--- src/rtl/sprom_pkg.sv ---
package sprom_pkg;

  localparam int          WORD_W         = 16;
  localparam int          OPC_W          = 3;
  localparam logic [2:0]  OPC_READ       = 3'b110;
  localparam logic [15:0] WIDE_SIGNATURE = 16'h8129;

  typedef enum logic [3:0] {
    PH_IDLE,
    PH_CS_LO,
    PH_CS_HI,
    PH_CMD_LO,
    PH_CMD_HI,
    PH_GAP,
    PH_DAT_HI,
    PH_DAT_LO,
    PH_END
  } phase_e;

  typedef enum logic [1:0] {
    SQ_LAUNCH,
    SQ_BOOT_WAIT,
    SQ_READY,
    SQ_USER_WAIT
  } seq_e;

endpackage

--- src/rtl/sprom_tick.sv ---
module sprom_tick #(
  parameter int HALF_CYC = 50
) (
  input  logic clk,
  input  logic rst_n,
  input  logic run,
  output logic tick
);
  localparam int            CW   = (HALF_CYC > 1) ? $clog2(HALF_CYC) : 1;
  localparam logic [CW-1:0] LAST = CW'(HALF_CYC - 1);

  logic [CW-1:0] cnt_q, cnt_d;

  always_comb begin
    tick  = run && (cnt_q == LAST);
    cnt_d = cnt_q;
    if (!run || tick) cnt_d = '0;
    else              cnt_d = cnt_q + 1'b1;
  end

  always_ff @(posedge clk or negedge rst_n) begin
    if (!rst_n) cnt_q <= '0;
    else        cnt_q <= cnt_d;
  end
endmodule

--- src/rtl/sprom_engine.sv ---
module sprom_engine
  import sprom_pkg::*;
#(
  parameter int HALF_CYC  = 50,
  parameter int AW_WIDE   = 8,
  parameter int AW_NARROW = 6
) (
  input  logic               clk,
  input  logic               rst_n,
  input  logic               go,
  input  logic [AW_WIDE-1:0] addr,
  input  logic               wide,
  input  logic               ee_do,
  output logic               ee_cs,
  output logic               ee_sk,
  output logic               ee_di,
  output logic               done,
  output logic [WORD_W-1:0]  word
);
  localparam int CMD_W = OPC_W + AW_WIDE;
  localparam int PAD_W = AW_WIDE - AW_NARROW;
  localparam int BCW   = $clog2(CMD_W + 1);
  localparam int DCW   = $clog2(WORD_W + 1);

  phase_e             phase_q, phase_d;
  logic [CMD_W-1:0]   cmd_q, cmd_d;
  logic [BCW-1:0]     bits_q, bits_d;
  logic [DCW-1:0]     dcnt_q, dcnt_d;
  logic [WORD_W-1:0]  word_q, word_d;
  logic               cs_q, cs_d, sk_q, sk_d, di_q, di_d, done_q, done_d;
  logic               tick;
  logic [CMD_W-1:0]   wide_cmd, narrow_cmd;

  sprom_tick #(.HALF_CYC(HALF_CYC)) u_tick (
    .clk  (clk),
    .rst_n(rst_n),
    .run  (phase_q != PH_IDLE),
    .tick (tick)
  );

  assign wide_cmd = {OPC_READ, addr};

  // the narrow command is left-aligned so both widths shift out from the top bit
  generate
    if (PAD_W > 0) begin : g_pad
      assign narrow_cmd = {OPC_READ, addr[AW_NARROW-1:0], {PAD_W{1'b0}}};
    end else begin : g_nopad
      assign narrow_cmd = {OPC_READ, addr};
    end
  endgenerate

  always_comb begin
    phase_d = phase_q;
    cmd_d   = cmd_q;
    bits_d  = bits_q;
    dcnt_d  = dcnt_q;
    word_d  = word_q;
    cs_d    = cs_q;
    sk_d    = sk_q;
    di_d    = di_q;
    done_d  = 1'b0;
    case (phase_q)
      PH_IDLE: if (go) begin
        phase_d = PH_CS_LO;
        cmd_d   = wide ? wide_cmd : narrow_cmd;
        bits_d  = wide ? BCW'(CMD_W) : BCW'(OPC_W + AW_NARROW);
        cs_d    = 1'b0;
        sk_d    = 1'b0;
        di_d    = 1'b0;
      end
      PH_CS_LO: if (tick) begin
        phase_d = PH_CS_HI;
        cs_d    = 1'b1;
      end
      PH_CS_HI: if (tick) begin
        phase_d = PH_CMD_LO;
        di_d    = cmd_q[CMD_W-1];
      end
      PH_CMD_LO: if (tick) begin
        phase_d = PH_CMD_HI;
        sk_d    = 1'b1;
      end
      PH_CMD_HI: if (tick) begin
        sk_d   = 1'b0;
        cmd_d  = cmd_q << 1;
        bits_d = bits_q - 1'b1;
        if (bits_q == BCW'(1)) begin
          phase_d = PH_GAP;
          di_d    = 1'b0;
        end else begin
          phase_d = PH_CMD_LO;
          di_d    = cmd_q[CMD_W-2];
        end
      end
      PH_GAP: if (tick) begin
        phase_d = PH_DAT_HI;
        sk_d    = 1'b1;
        dcnt_d  = DCW'(WORD_W);
      end
      PH_DAT_HI: if (tick) begin
        word_d  = {word_q[WORD_W-2:0], ee_do};
        dcnt_d  = dcnt_q - 1'b1;
        sk_d    = 1'b0;
        phase_d = PH_DAT_LO;
      end
      PH_DAT_LO: if (tick) begin
        if (dcnt_q == '0) begin
          phase_d = PH_END;
          cs_d    = 1'b0;
        end else begin
          phase_d = PH_DAT_HI;
          sk_d    = 1'b1;
        end
      end
      PH_END: if (tick) begin
        phase_d = PH_IDLE;
        done_d  = 1'b1;
      end
      default: phase_d = PH_IDLE;
    endcase
  end

  always_ff @(posedge clk or negedge rst_n) begin
    if (!rst_n) begin
      phase_q <= PH_IDLE;
      cmd_q   <= '0;
      bits_q  <= '0;
      dcnt_q  <= '0;
      word_q  <= '0;
      cs_q    <= 1'b0;
      sk_q    <= 1'b0;
      di_q    <= 1'b0;
      done_q  <= 1'b0;
    end else begin
      phase_q <= phase_d;
      cmd_q   <= cmd_d;
      bits_q  <= bits_d;
      dcnt_q  <= dcnt_d;
      word_q  <= word_d;
      cs_q    <= cs_d;
      sk_q    <= sk_d;
      di_q    <= di_d;
      done_q  <= done_d;
    end
  end

  assign ee_cs = cs_q;
  assign ee_sk = sk_q;
  assign ee_di = di_q;
  assign done  = done_q;
  assign word  = word_q;
endmodule

--- src/rtl/sprom_seq.sv ---
module sprom_seq
  import sprom_pkg::*;
#(
  parameter int AW_WIDE       = 8,
  parameter int STATION_WORD  = 7,
  parameter int STATION_WORDS = 3
) (
  input  logic                            clk,
  input  logic                            rst_n,
  input  logic                            rd_start,
  input  logic [AW_WIDE-1:0]              rd_addr,
  input  logic                            eng_done,
  input  logic [WORD_W-1:0]               eng_word,
  output logic                            go,
  output logic [AW_WIDE-1:0]              go_addr,
  output logic                            wide,
  output logic                            busy,
  output logic                            rd_done,
  output logic [WORD_W-1:0]               rd_data,
  output logic [STATION_WORDS*WORD_W-1:0] station_addr,
  output logic                            station_valid
);
  localparam int ST_W = STATION_WORDS * WORD_W;
  localparam int IW   = $clog2(STATION_WORDS + 1);

  seq_e              st_q, st_d;
  logic [IW-1:0]     idx_q, idx_d;
  logic              wide_q, wide_d, busy_q, busy_d, done_q, done_d, valid_q, valid_d;
  logic [WORD_W-1:0] data_q, data_d;
  logic [ST_W-1:0]   stat_q, stat_d;
  logic [AW_WIDE-1:0] boot_addr;

  // boot step 0 fetches word 0, steps 1..N fetch the station words
  assign boot_addr = (idx_q == '0) ? '0 : AW_WIDE'(STATION_WORD - 1 + int'(idx_q));
  assign go        = (st_q == SQ_LAUNCH) || ((st_q == SQ_READY) && rd_start);
  assign go_addr   = (st_q == SQ_READY) ? rd_addr : boot_addr;

  always_comb begin
    st_d    = st_q;
    idx_d   = idx_q;
    wide_d  = wide_q;
    busy_d  = busy_q;
    done_d  = 1'b0;
    valid_d = valid_q;
    data_d  = data_q;
    stat_d  = stat_q;
    case (st_q)
      SQ_LAUNCH: st_d = SQ_BOOT_WAIT;
      SQ_BOOT_WAIT: if (eng_done) begin
        if (idx_q == '0) wide_d = (eng_word == WIDE_SIGNATURE);
        for (int k = 0; k < STATION_WORDS; k++) begin
          if (int'(idx_q) == k + 1) stat_d[k*WORD_W +: WORD_W] = eng_word;
        end
        if (int'(idx_q) == STATION_WORDS) begin
          st_d    = SQ_READY;
          busy_d  = 1'b0;
          valid_d = 1'b1;
        end else begin
          st_d  = SQ_LAUNCH;
          idx_d = idx_q + 1'b1;
        end
      end
      SQ_READY: if (rd_start) begin
        st_d   = SQ_USER_WAIT;
        busy_d = 1'b1;
      end
      SQ_USER_WAIT: if (eng_done) begin
        data_d = eng_word;
        done_d = 1'b1;
        busy_d = 1'b0;
        st_d   = SQ_READY;
      end
      default: st_d = SQ_READY;
    endcase
  end

  always_ff @(posedge clk or negedge rst_n) begin
    if (!rst_n) begin
      st_q    <= SQ_LAUNCH;
      idx_q   <= '0;
      wide_q  <= 1'b1;
      busy_q  <= 1'b1;
      done_q  <= 1'b0;
      valid_q <= 1'b0;
      data_q  <= '0;
      stat_q  <= '0;
    end else begin
      st_q    <= st_d;
      idx_q   <= idx_d;
      wide_q  <= wide_d;
      busy_q  <= busy_d;
      done_q  <= done_d;
      valid_q <= valid_d;
      data_q  <= data_d;
      stat_q  <= stat_d;
    end
  end

  assign wide          = wide_q;
  assign busy          = busy_q;
  assign rd_done       = done_q;
  assign rd_data       = data_q;
  assign station_addr  = stat_q;
  assign station_valid = valid_q;
endmodule

--- src/rtl/sprom_word_reader.sv ---
module sprom_word_reader
  import sprom_pkg::*;
#(
  parameter int HALF_CYC      = 50,
  parameter int AW_WIDE       = 8,
  parameter int AW_NARROW     = 6,
  parameter int STATION_WORD  = 7,
  parameter int STATION_WORDS = 3
) (
  input  logic                            clk,
  input  logic                            rst_n,
  input  logic                            rd_start,
  input  logic [AW_WIDE-1:0]              rd_addr,
  output logic [WORD_W-1:0]               rd_data,
  output logic                            rd_done,
  output logic                            busy,
  output logic                            addr_wide,
  output logic [STATION_WORDS*WORD_W-1:0] station_addr,
  output logic                            station_valid,
  output logic                            ee_cs,
  output logic                            ee_sk,
  output logic                            ee_di,
  input  logic                            ee_do
);
  logic [1:0]         rst_sync_q;
  logic               rst_int_n;
  logic               go, eng_done;
  logic [AW_WIDE-1:0] go_addr;
  logic [WORD_W-1:0]  eng_word;

  // the reset asserts at once and releases two clocks later
  always_ff @(posedge clk or negedge rst_n) begin
    if (!rst_n) rst_sync_q <= 2'b00;
    else        rst_sync_q <= {rst_sync_q[0], 1'b1};
  end
  assign rst_int_n = rst_sync_q[1];

  sprom_seq #(
    .AW_WIDE      (AW_WIDE),
    .STATION_WORD (STATION_WORD),
    .STATION_WORDS(STATION_WORDS)
  ) u_seq (
    .clk          (clk),
    .rst_n        (rst_int_n),
    .rd_start     (rd_start),
    .rd_addr      (rd_addr),
    .eng_done     (eng_done),
    .eng_word     (eng_word),
    .go           (go),
    .go_addr      (go_addr),
    .wide         (addr_wide),
    .busy         (busy),
    .rd_done      (rd_done),
    .rd_data      (rd_data),
    .station_addr (station_addr),
    .station_valid(station_valid)
  );

  sprom_engine #(
    .HALF_CYC (HALF_CYC),
    .AW_WIDE  (AW_WIDE),
    .AW_NARROW(AW_NARROW)
  ) u_eng (
    .clk  (clk),
    .rst_n(rst_int_n),
    .go   (go),
    .addr (go_addr),
    .wide (addr_wide),
    .ee_do(ee_do),
    .ee_cs(ee_cs),
    .ee_sk(ee_sk),
    .ee_di(ee_di),
    .done (eng_done),
    .word (eng_word)
  );
endmodule

--- config.mk ---
export PLATFORM = sky130hd
export DESIGN_NAME = sprom_word_reader
export DESIGN_NICKNAME = d
export VERILOG_FILES = /design/src/rtl/sprom_pkg.sv /design/src/rtl/sprom_tick.sv /design/src/rtl/sprom_engine.sv /design/src/rtl/sprom_seq.sv /design/src/rtl/sprom_word_reader.sv
export SDC_FILE = /design/constraint.sdc
export NUM_CORES = 1
export LEC_CHECK = 0
export ABC_AREA = 1
export BUFFER_PORTS_ARGS = -buffer_cell sky130_fd_sc_hd__buf_2
export CAP_MARGIN = 15
export CORE_ASPECT_RATIO = 1.5
export CORE_MARGIN = 4
export CORE_UTILIZATION = 35
export CTS_CLUSTER_SIZE = 8
export DETAILED_ROUTE_END_ITERATION = 16
export HOLD_SLACK_MARGIN = 0.03
export SYNTH_ARGS = -nofsm -noshare
export SYNTH_HDL_FRONTEND = slang
export SYNTH_SLANG_ARGS = --single-unit
--- constraint.sdc ---
create_clock -name clk -period 10.4 [get_ports clk]
set_clock_uncertainty 0.2 [all_clocks]
set_input_delay 3.12 -clock clk [delete_from_list [all_inputs] [get_ports clk]]
set_output_delay 3.12 -clock clk [all_outputs]
set_load 0.01 [all_outputs]
== Word-level counts from Yosys, hierarchy flattened ==
Index checks and enable logic that the tools add are counted.

* Flip-flop bits (word level): 124
* Word-level logic and storage cells: 147

* Add/sub/neg operators: 5
* Equality and inequality tests: 34
* Multiplexer cells: 53
* Bitwise operators: 1
* Reductions and logical operators: 33

{| class="wikitable"
|+ Operators with widths
! kind !! count
|-
| $mux W4 || 12
|-
| $pmux W4 S9 || 1
|-
| $mux W8 || 3
|-
| $ne A2 B1 Y1 const B || 12
|-
| $reduce_and A3 Y1 || 8
|-
| $mux W11 || 2
|-
| $pmux W11 S2 || 1
|-
| $mux W1 || 18
|-
| $eq A16 B16 Y1 const B || 1
|-
| $eq A4 B3 Y1 const B || 4
|-
| $mux W2 || 5
|-
| $mux W5 || 2
|-
| $ne A2 B2 Y1 const B || 5
|-
| $pmux W5 S2 || 1
|-
| $reduce_and A5 Y1 || 2
|-
| $pmux W1 S3 || 3
|-
| $reduce_and A9 Y1 || 1
|-
| $reduce_bool A3 Y1 || 3
|-
| $eq A2 B2 Y1 const B || 4
|-
| $eq A4 B1 Y1 const B || 2
|-
| $eq A4 B2 Y1 const B || 2
|-
| $pmux W2 S4 || 1
|-
| $pmux W4 S2 || 1
|-
| $reduce_bool A4 Y1 || 2
|-
| other kinds (23) || 30
|}

== Longest topological paths before layout ==
Gate-level depths: netlist of the first run.

* Depth in word-level cells: 6
* Depth in mapped cells: 11
* Gate-level depth less buffers: 11

== Modules after synthesis ==
A second synthesis of the first run with hierarchy kept.

* Cell total of the unflattened synthesis: 609
* Area total of the unflattened synthesis: 5596.6 um2

{| class="wikitable"
|+ By module, submodules not included
! module !! instances !! cells each !! area each (um2) !! seq. area each (um2)
|-
| sprom_seq || 1 || 300 || 2900.3 || 1804.2
|-
| sprom_engine || 1 || 273 || 2316.0 || 1101.1
|-
| sprom_tick || 1 || 33 || 326.6 || 150.1
|-
| sprom_word_reader || 1 || 3 || 53.8 || 50.0
|}

== Least setup slack after synthesis of the first run ==
Ideal clock, no wire load.

* Path kind: input port to flip-flop
* Start: in rd_start
* End: reg u_eng.bits_q[3]
* Arrival: 3.817 ns
* Required time: 10.080 ns
* Slack: 6.263 ns
* Stages on the path: 7
* Buffers on the path: 1
* Cells stage by stage: o21ai_1 nand2_4 nand2_4 nor2_8 buf_6 o21ai_1 nand2_1

* Cells in the longest elaborated chain, start to end: 4

{| class="wikitable"
|+ Ends and longest elaborated chain
! what !! line !! RTL
|-
| from (decl) || sprom_word_reader.sv:12 || <nowiki>input logic rd_start,</nowiki>
|-
| $logic_and A1 B1 Y1 || sprom_seq.sv:35 || <nowiki>assign go = (st_q == SQ_LAUNCH) || ((st_q == SQ_READY) && rd_start);</nowiki>
|-
| $logic_or A1 B1 Y1 || sprom_seq.sv:35 ||
|-
| $ne A2 B2 Y1 (no source line) || - ||
|-
| $reduce_and A3 Y1 (no source line) || - ||
|-
| to (signal assigned) || sprom_engine.sv:137 || <nowiki>bits_q <= bits_d;</nowiki>
|-
| to (decl) || sprom_engine.sv:27 || <nowiki>logic [BCW-1:0] bits_q, bits_d;</nowiki>
|}

Every way passes these cells.
A chain may end at the register's enable or synchronous reset.

== Worst setup path in the final report of the first run ==
* Start: reg u_seq.wide_q (netlist: u_seq.wide)
* End: out addr_wide

{| class="wikitable"
|+ RTL lines
! what !! line !! RTL
|-
| from (decl) || sprom_seq.sv:28 || <nowiki>logic wide_q, wide_d, busy_q, busy_d, done_q, done_d, valid_q, valid_d;</nowiki>
|-
| from (signal assigned) || sprom_seq.sv:90 || <nowiki>wide_q <= wide_d;</nowiki>
|-
| to (decl) || sprom_word_reader.sv:17 || <nowiki>output logic addr_wide,</nowiki>
|}

No word-level cell between the ends.

==> impl_metrics.ini, run 1 <==
[run_status]
status = complete, no violations

[yosys]
synthArstFlopShare = 1.00
ys_seq_elements = 124
synthFlopType = dfrtp_1
synth_top_area_frac = 0.567
synth_area_leaders = dfrtp_1, nand2_1, o21ai_0
yosysSeqAreaShare = 0.577
synth_edf_count = 0
syn_nets = 632
ys_warn_count = 0
synth_area_leader_cell = dfrtp_1
synthesis.area_mm2 = 0.00538
synth_cell_types = 31
syn_inst = 610
syn_avg_cell_area_um2 = 8.82

[clock_network]
cts.path.max_buffers = 2
insertion_delay_ns = 0.41
htree_levels = 4
clock-root-buffer = clkbuf_16
ctsResizeCount = 0
cts_made_buffers = 17
cts_setup_buffers = 0
hold_buffers = 0
cts.sinks = 124
clk_pin_slew_worst_paths_ns = 0.06
cts_tree = built

[power_and_ir_drop]
total_power_mw = 1.11
powerDensity_mw_per_mm2 = 167
comb_power_share = 0.012
pwr-share-seq = 0.438
intPower_mw = 0.859
swShare = 0.228
ir_drop_v = 0.000101
p_leak_nw = 3.44
power_frac_clock = 0.550
p_switching_mw = 0.254

[global_route]
grt_max_degree = 85
grt_pass1_vias = 4454
grt_util_all_layers = 0.159
overflow = 0
grt_pass1_wl_mm = 22.1
antenna_found_initial = 0

[sta]
drv_slew = 0
finalSetupTns_ns = 0
setup_violations = 0
max_clock_freq_ghz = 0.224
final.period_utilization = 0.430
period_needed_ns = 4.47
slew_headroom = 0.430
hold_violations = 0
worst_hold_slack_ns = 0.104
tightest_slew_ns = 0.854
rsz0062_at_grt = no

[worst_setup_path]
worstPathCellList = buf_2
path_max_fanout = 6
rr_startpoint = u_eng.phase_q[0]$_DFFE_PN0P_
r2r_setup_slack_ns = 8.27
crit_type = reg -> out
worstPathArrival_ns = 1.15
critPathMaxStageDelay_ns = 0.59
critPathSlowestCell = dfstp_2
path_buf_inv = 1
reg2reg_depth = 8
reg2reg_to = u_eng.cmd_q[1]$_DFFE_PN0P_
cp_data_required_time_ns = 7.08
setup.worst_path.start_class = flop
endpoint_kind = output pin
cp_top_family = flip-flops

[drt]
num_vias = 4391
avgRoutedWirePerCell_um = 14.7
drt_iter0_markers = 191
wl_mm = 13.4
firstDrtPassIters = 5
routed_via_density = 4.83
drc_errors = 0
ant_nets = 0

[placement]
io_buffers = 82
dp.final_hpwl_mm = 9.42
gp_congestion = 0.848
placedInstanceArea_mm2 = 0.00599

[die]
die_w_um = 109
rows = 55
core_area_mm2 = 0.0151
die_area_mm2 = 0.0175
start_util = 0.357
die_h_um = 160
ios = 83

[cells_and_area]
drive_gt1_frac = 0.201
stdcell_area_mm2 = 0.00664
diodes = 0
syn_to_final_growth_pct = 23.4
nNetsFinal = 720

[job]
maxCapViolCount = 0

[hold_path]
hold_class = reg -> async
-- state kept, by name, indices dropped and copies added, names as in the netlist, 2 cells and up --
register	count
u_eng.cmd_q	11
u_seq.rd_data	16
u_eng.word	16
u_eng.phase_q	4
u_eng.dcnt_q	5
u_seq.st_q	2
u_eng.bits_q	4
rst_sync_q	2
u_seq.idx_q	2
u_eng.u_tick.cnt_q	6
u_seq.station_addr	48
-- placed cells by master (no fill, tap or decap), drive strengths merged --
master  instances
mux2            1
buf            87
ha             10
a21oi          10
nand3          31
nor4            2
conb            1
o211ai          3
dfrtp         122
o22ai           1
xnor2           2
xor2            4
o21ai         103
inv            64
and3            1
nor3            3
dfstp           2
clkbuf         18
nand2         186
a22oi           3
nand4           4
clkinv          2
bufinv          2
a31oi           1
nor2           48
-- metal layers --
metal  global-route usage  vias to the layer above  routed length [um]  share of wire
met5                    0                        -                   0              0
met4               0.0505                        0                 178          0.013
met3               0.0485                       16                 880          0.066
met2                0.261                      125                6620           0.50
met1                0.198                     2106                5690           0.43
li1                     -                     2144                   -              -
-- power groups by stage --
stage          logic [mW]  clock network (mW)  registers [mW]
2_1_floorplan     0.00129                   0           0.501
5_1_grt            0.0150               0.648           0.488
3_3_place_gp       0.0121                   0           0.497
6_report           0.0129               0.612           0.488
3_5_place_dp       0.0123                   0           0.497
4_1_cts            0.0123               0.622           0.488
-- how the worst max path moves through the flow --
stage | startpoint | end | cells after the start
2_1_floorplan | rd_start | u_eng.bits_q[3]$_DFFE_PN0P_ | 7
3_3_place_gp | rd_start | u_eng.cmd_q[4]$_DFFE_PN0P_ | 8
3_5_place_dp | rd_start | u_eng.cmd_q[1]$_DFFE_PN0P_ | 8
4_1_cts | u_seq.wide$_DFFE_PN1P_ | addr_wide | 1
5_1_grt | u_seq.wide$_DFFE_PN1P_ | addr_wide | 1
6_report | u_seq.wide$_DFFE_PN1P_ | addr_wide | 1
-- kinds of logic after synthesis --
kind of cell | share of synthesized area
buf+inv | 0.0525
compound gates | 0.116
flops | 0.577
xor+xnor | 0.00976
other cells | 0.000697
mux | 0.00209
simple gates | 0.219
fa+ha+maj | 0.0232
-- per-stage QoR --
stage                     cells  setup slack, ns  utilization
final                       910             5.93        0.441
after global routing        910             5.88        0.441
after CTS                   908             5.92        0.438
after detailed placement    876             6.04        0.397
after global placement      876             6.08        0.397
after floorplan             610             6.26            -
-- synth_stat cells, types with 2 or more instances --
| cell | instances |
|---|---|
| nand2_1 | 180 |
| buf_2 | 4 |
| nand4_1 | 4 |
| o21ai_1 | 10 |
| ha_1 | 10 |
| clkbuf_1 | 13 |
| xnor2_1 | 2 |
| nand2_4 | 3 |
| dfstp_2 | 2 |
| a22oi_1 | 3 |
| nor4_1 | 2 |
| nor2_2 | 7 |
| o211ai_1 | 3 |
| nand2_2 | 3 |
| dfrtp_1 | 122 |
| nor3_1 | 3 |
| xor2_1 | 4 |
| nor2_1 | 37 |
| nor2_4 | 3 |
| inv_2 | 3 |
| nand3_1 | 31 |
| a21oi_1 | 10 |
| inv_1 | 51 |
| o21ai_0 | 93 |
-- final cells by class --
type,instances,area (um2)
Clock buffer,18,439
Clock inverter,14,171
Fill cell,1467,8430
Inverter,54,203
Multi-Input combinational cell,414,1990
Sequential cell,124,3110
Tap cell,199,249
Timing Repair Buffer,87,475
-- worst reg2reg max path, delay by kind of cell, from the launching register on --
family	cells	cell delay, ns
flip-flops	1	0.50
AO/OA/AOI/OAI	1	0.06
buffers and inverters	1	0.14
AND/OR/NAND/NOR	6	1.12
Power figures use the tool's default switching activity.
==> inputs of run 2 (changes only) <==
==> constraint.sdc (replaced) <==
create_clock -name clk -period 4.55 [get_ports clk]
set_clock_uncertainty 0.2 [all_clocks]
set_input_delay 1.365 -clock clk [delete_from_list [all_inputs] [get_ports clk]]
set_output_delay 1.365 -clock clk [all_outputs]
set_load 0.01 [all_outputs]
==> run 2 against run 1 <==
Compared with the run above: clock power increased by 98%; combinational power increased by 110%; first-iteration DRC count increased by 7.9%; sequential power up 130%; clock-buffer cell count is 1 higher; worst setup slack lost 4.1 ns; utilization is 0.69 points lower; die area is the same; critical path type unchanged; largest cell class unchanged.
==> impl_metrics.ini, run 2 (synthesis results as in run 1) <==
[run_status]
status = complete, no violations

[clock_network]
clk_pin_slew_worst_paths_ns = 0.06
insertion_delay_ns = 0.41
cts_made_buffers = 17
clock-root-buffer = clkbuf_16
ctsResizeCount = 0
cts.sinks = 124
htree_levels = 4
cts_setup_buffers = 0
cts.path.max_buffers = 2
cts_tree = built
hold_buffers = 0

[sta]
rsz0062_at_grt = no
finalSetupTns_ns = 0
setup_violations = 0
max_clock_freq_ghz = 0.371
period_needed_ns = 2.70
drv_slew = 0
hold_violations = 0
slew_headroom = 0.414
final.period_utilization = 0.593
tightest_slew_ns = 0.878

[cells_and_area]
fin_util = 0.434
largest_register_ffs = 48
final_cell_mix = nand2_1, dfrtp_1, o21ai_0, buf_2, inv_1
fillers = 1494
drive_gt1_frac = 0.197
layout_commonest_cell = nand2_1
syn_to_final_growth_pct = 21.5
nNetsFinal = 720
diodes = 0

[placement]
io_buffers = 82
dp.final_hpwl_mm = 9.41
gp_congestion = 0.947

[worst_setup_path]
worstPathCellList = buf_2
endpoint_kind = output pin
cp_top_family = flip-flops
worstPathArrival_ns = 1.13
crit_type = reg -> out
r2r_setup_slack_ns = 2.44
path_depth = 1
critPathMaxStageDelay_ns = 0.58
cp_data_required_time_ns = 2.98
critPathSlowestCell = dfstp_2
path_buf_inv = 1
path_max_fanout = 6
setup.worst_path.start_class = flop
reg2reg_depth = 9

[die]
rows = 55
die_area_mm2 = 0.0175
start_util = 0.357
ios = 83
die_w_um = 109
die_h_um = 160
core_area_mm2 = 0.0151

[global_route]
grt_pass1_vias = 4544
grt_pass1_wl_mm = 22.5
overflow = 0
grt_max_degree = 56
antenna_found_initial = 0
grt_util_all_layers = 0.162

[drt]
firstDrtPassIters = 5
avgRoutedWirePerCell_um = 14.5
routed_via_density = 4.82
ant_nets = 0
drc_errors = 0
wl_mm = 13.2
drt_iter0_markers = 206
num_vias = 4377

[power_and_ir_drop]
ir_drop_v = 0.000215
p_leak_nw = 3.36
powerDensity_mw_per_mm2 = 359

[hold_path]
hold_class = reg -> async

[job]
maxCapViolCount = 0
==> run 2: changes by cell type in the layout (fill, tap and decap cells not counted), sizes merged <==
cell      before  now
inv           64   57
clkinv         2    3
bufinv         2    0
clkinvlp       0    6
clkbuf        18   19
==> run 2: metrics by stage <==
stage,cells,hold slack (ns),cell area (um2),setup WS (ns),power (mW)
CTS,908,0.128,6520,1.83,2.37
global placement,877,0.117,6000,1.99,1.16
detailed placement,877,0.122,6000,1.93,1.16
global route,909,0.157,6540,1.81,2.44
finish,909,0.102,6540,1.85,2.35
floorplan,610,0.131,5380,0.643,1.15
==> run 2: cell type report <==
class	count	area (um2)	share of cell area
Sequential cell	124	3110	0.476
Multi-Input combinational cell	414	1990	0.305
Timing Repair Buffer	87	455	0.0697
Clock buffer	19	433	0.0662
Tap cell	199	249	0.0381
Inverter	54	203	0.0310
Clock inverter	12	93.8	0.0144
==> run 2: final timing paths <==
path,from,end
max,u_seq.wide$_DFFE_PN1P_,addr_wide
min,rst_sync_q[1]$_DFF_PN0_,u_seq.station_valid$_DFFE_PN0P_
max reg2reg,u_eng.phase_q[2]$_DFFE_PN0P_,u_eng.cmd_q[0]$_DFFE_PN0P_
min reg2reg,rst_sync_q[1]$_DFF_PN0_,u_seq.station_valid$_DFFE_PN0P_
max in group asynchronous,rst_sync_q[1]$_DFF_PN0_,u_eng.dcnt_q[4]$_DFFE_PN0P_
min in group clk,rst_sync_q[0]$_DFF_PN0_,rst_sync_q[1]$_DFF_PN0_
==> run 2: per-layer routing <==
layer,track usage,vias up,wire [um]
li1,-,2138,-
met1,0.205,2121,5700
met2,0.270,107,6640
met3,0.0477,11,738
met4,0.0437,0,97
met5,0,-,0
==> run 2: where the power goes <==
part / leakage [nW] / internal, mW / switching, mW
Clock: 0.238 / 0.697 / 0.510
Sequential: 1.63 / 1.11 / 0.00763
Combinational: 1.49 / 0.00701 / 0.0200
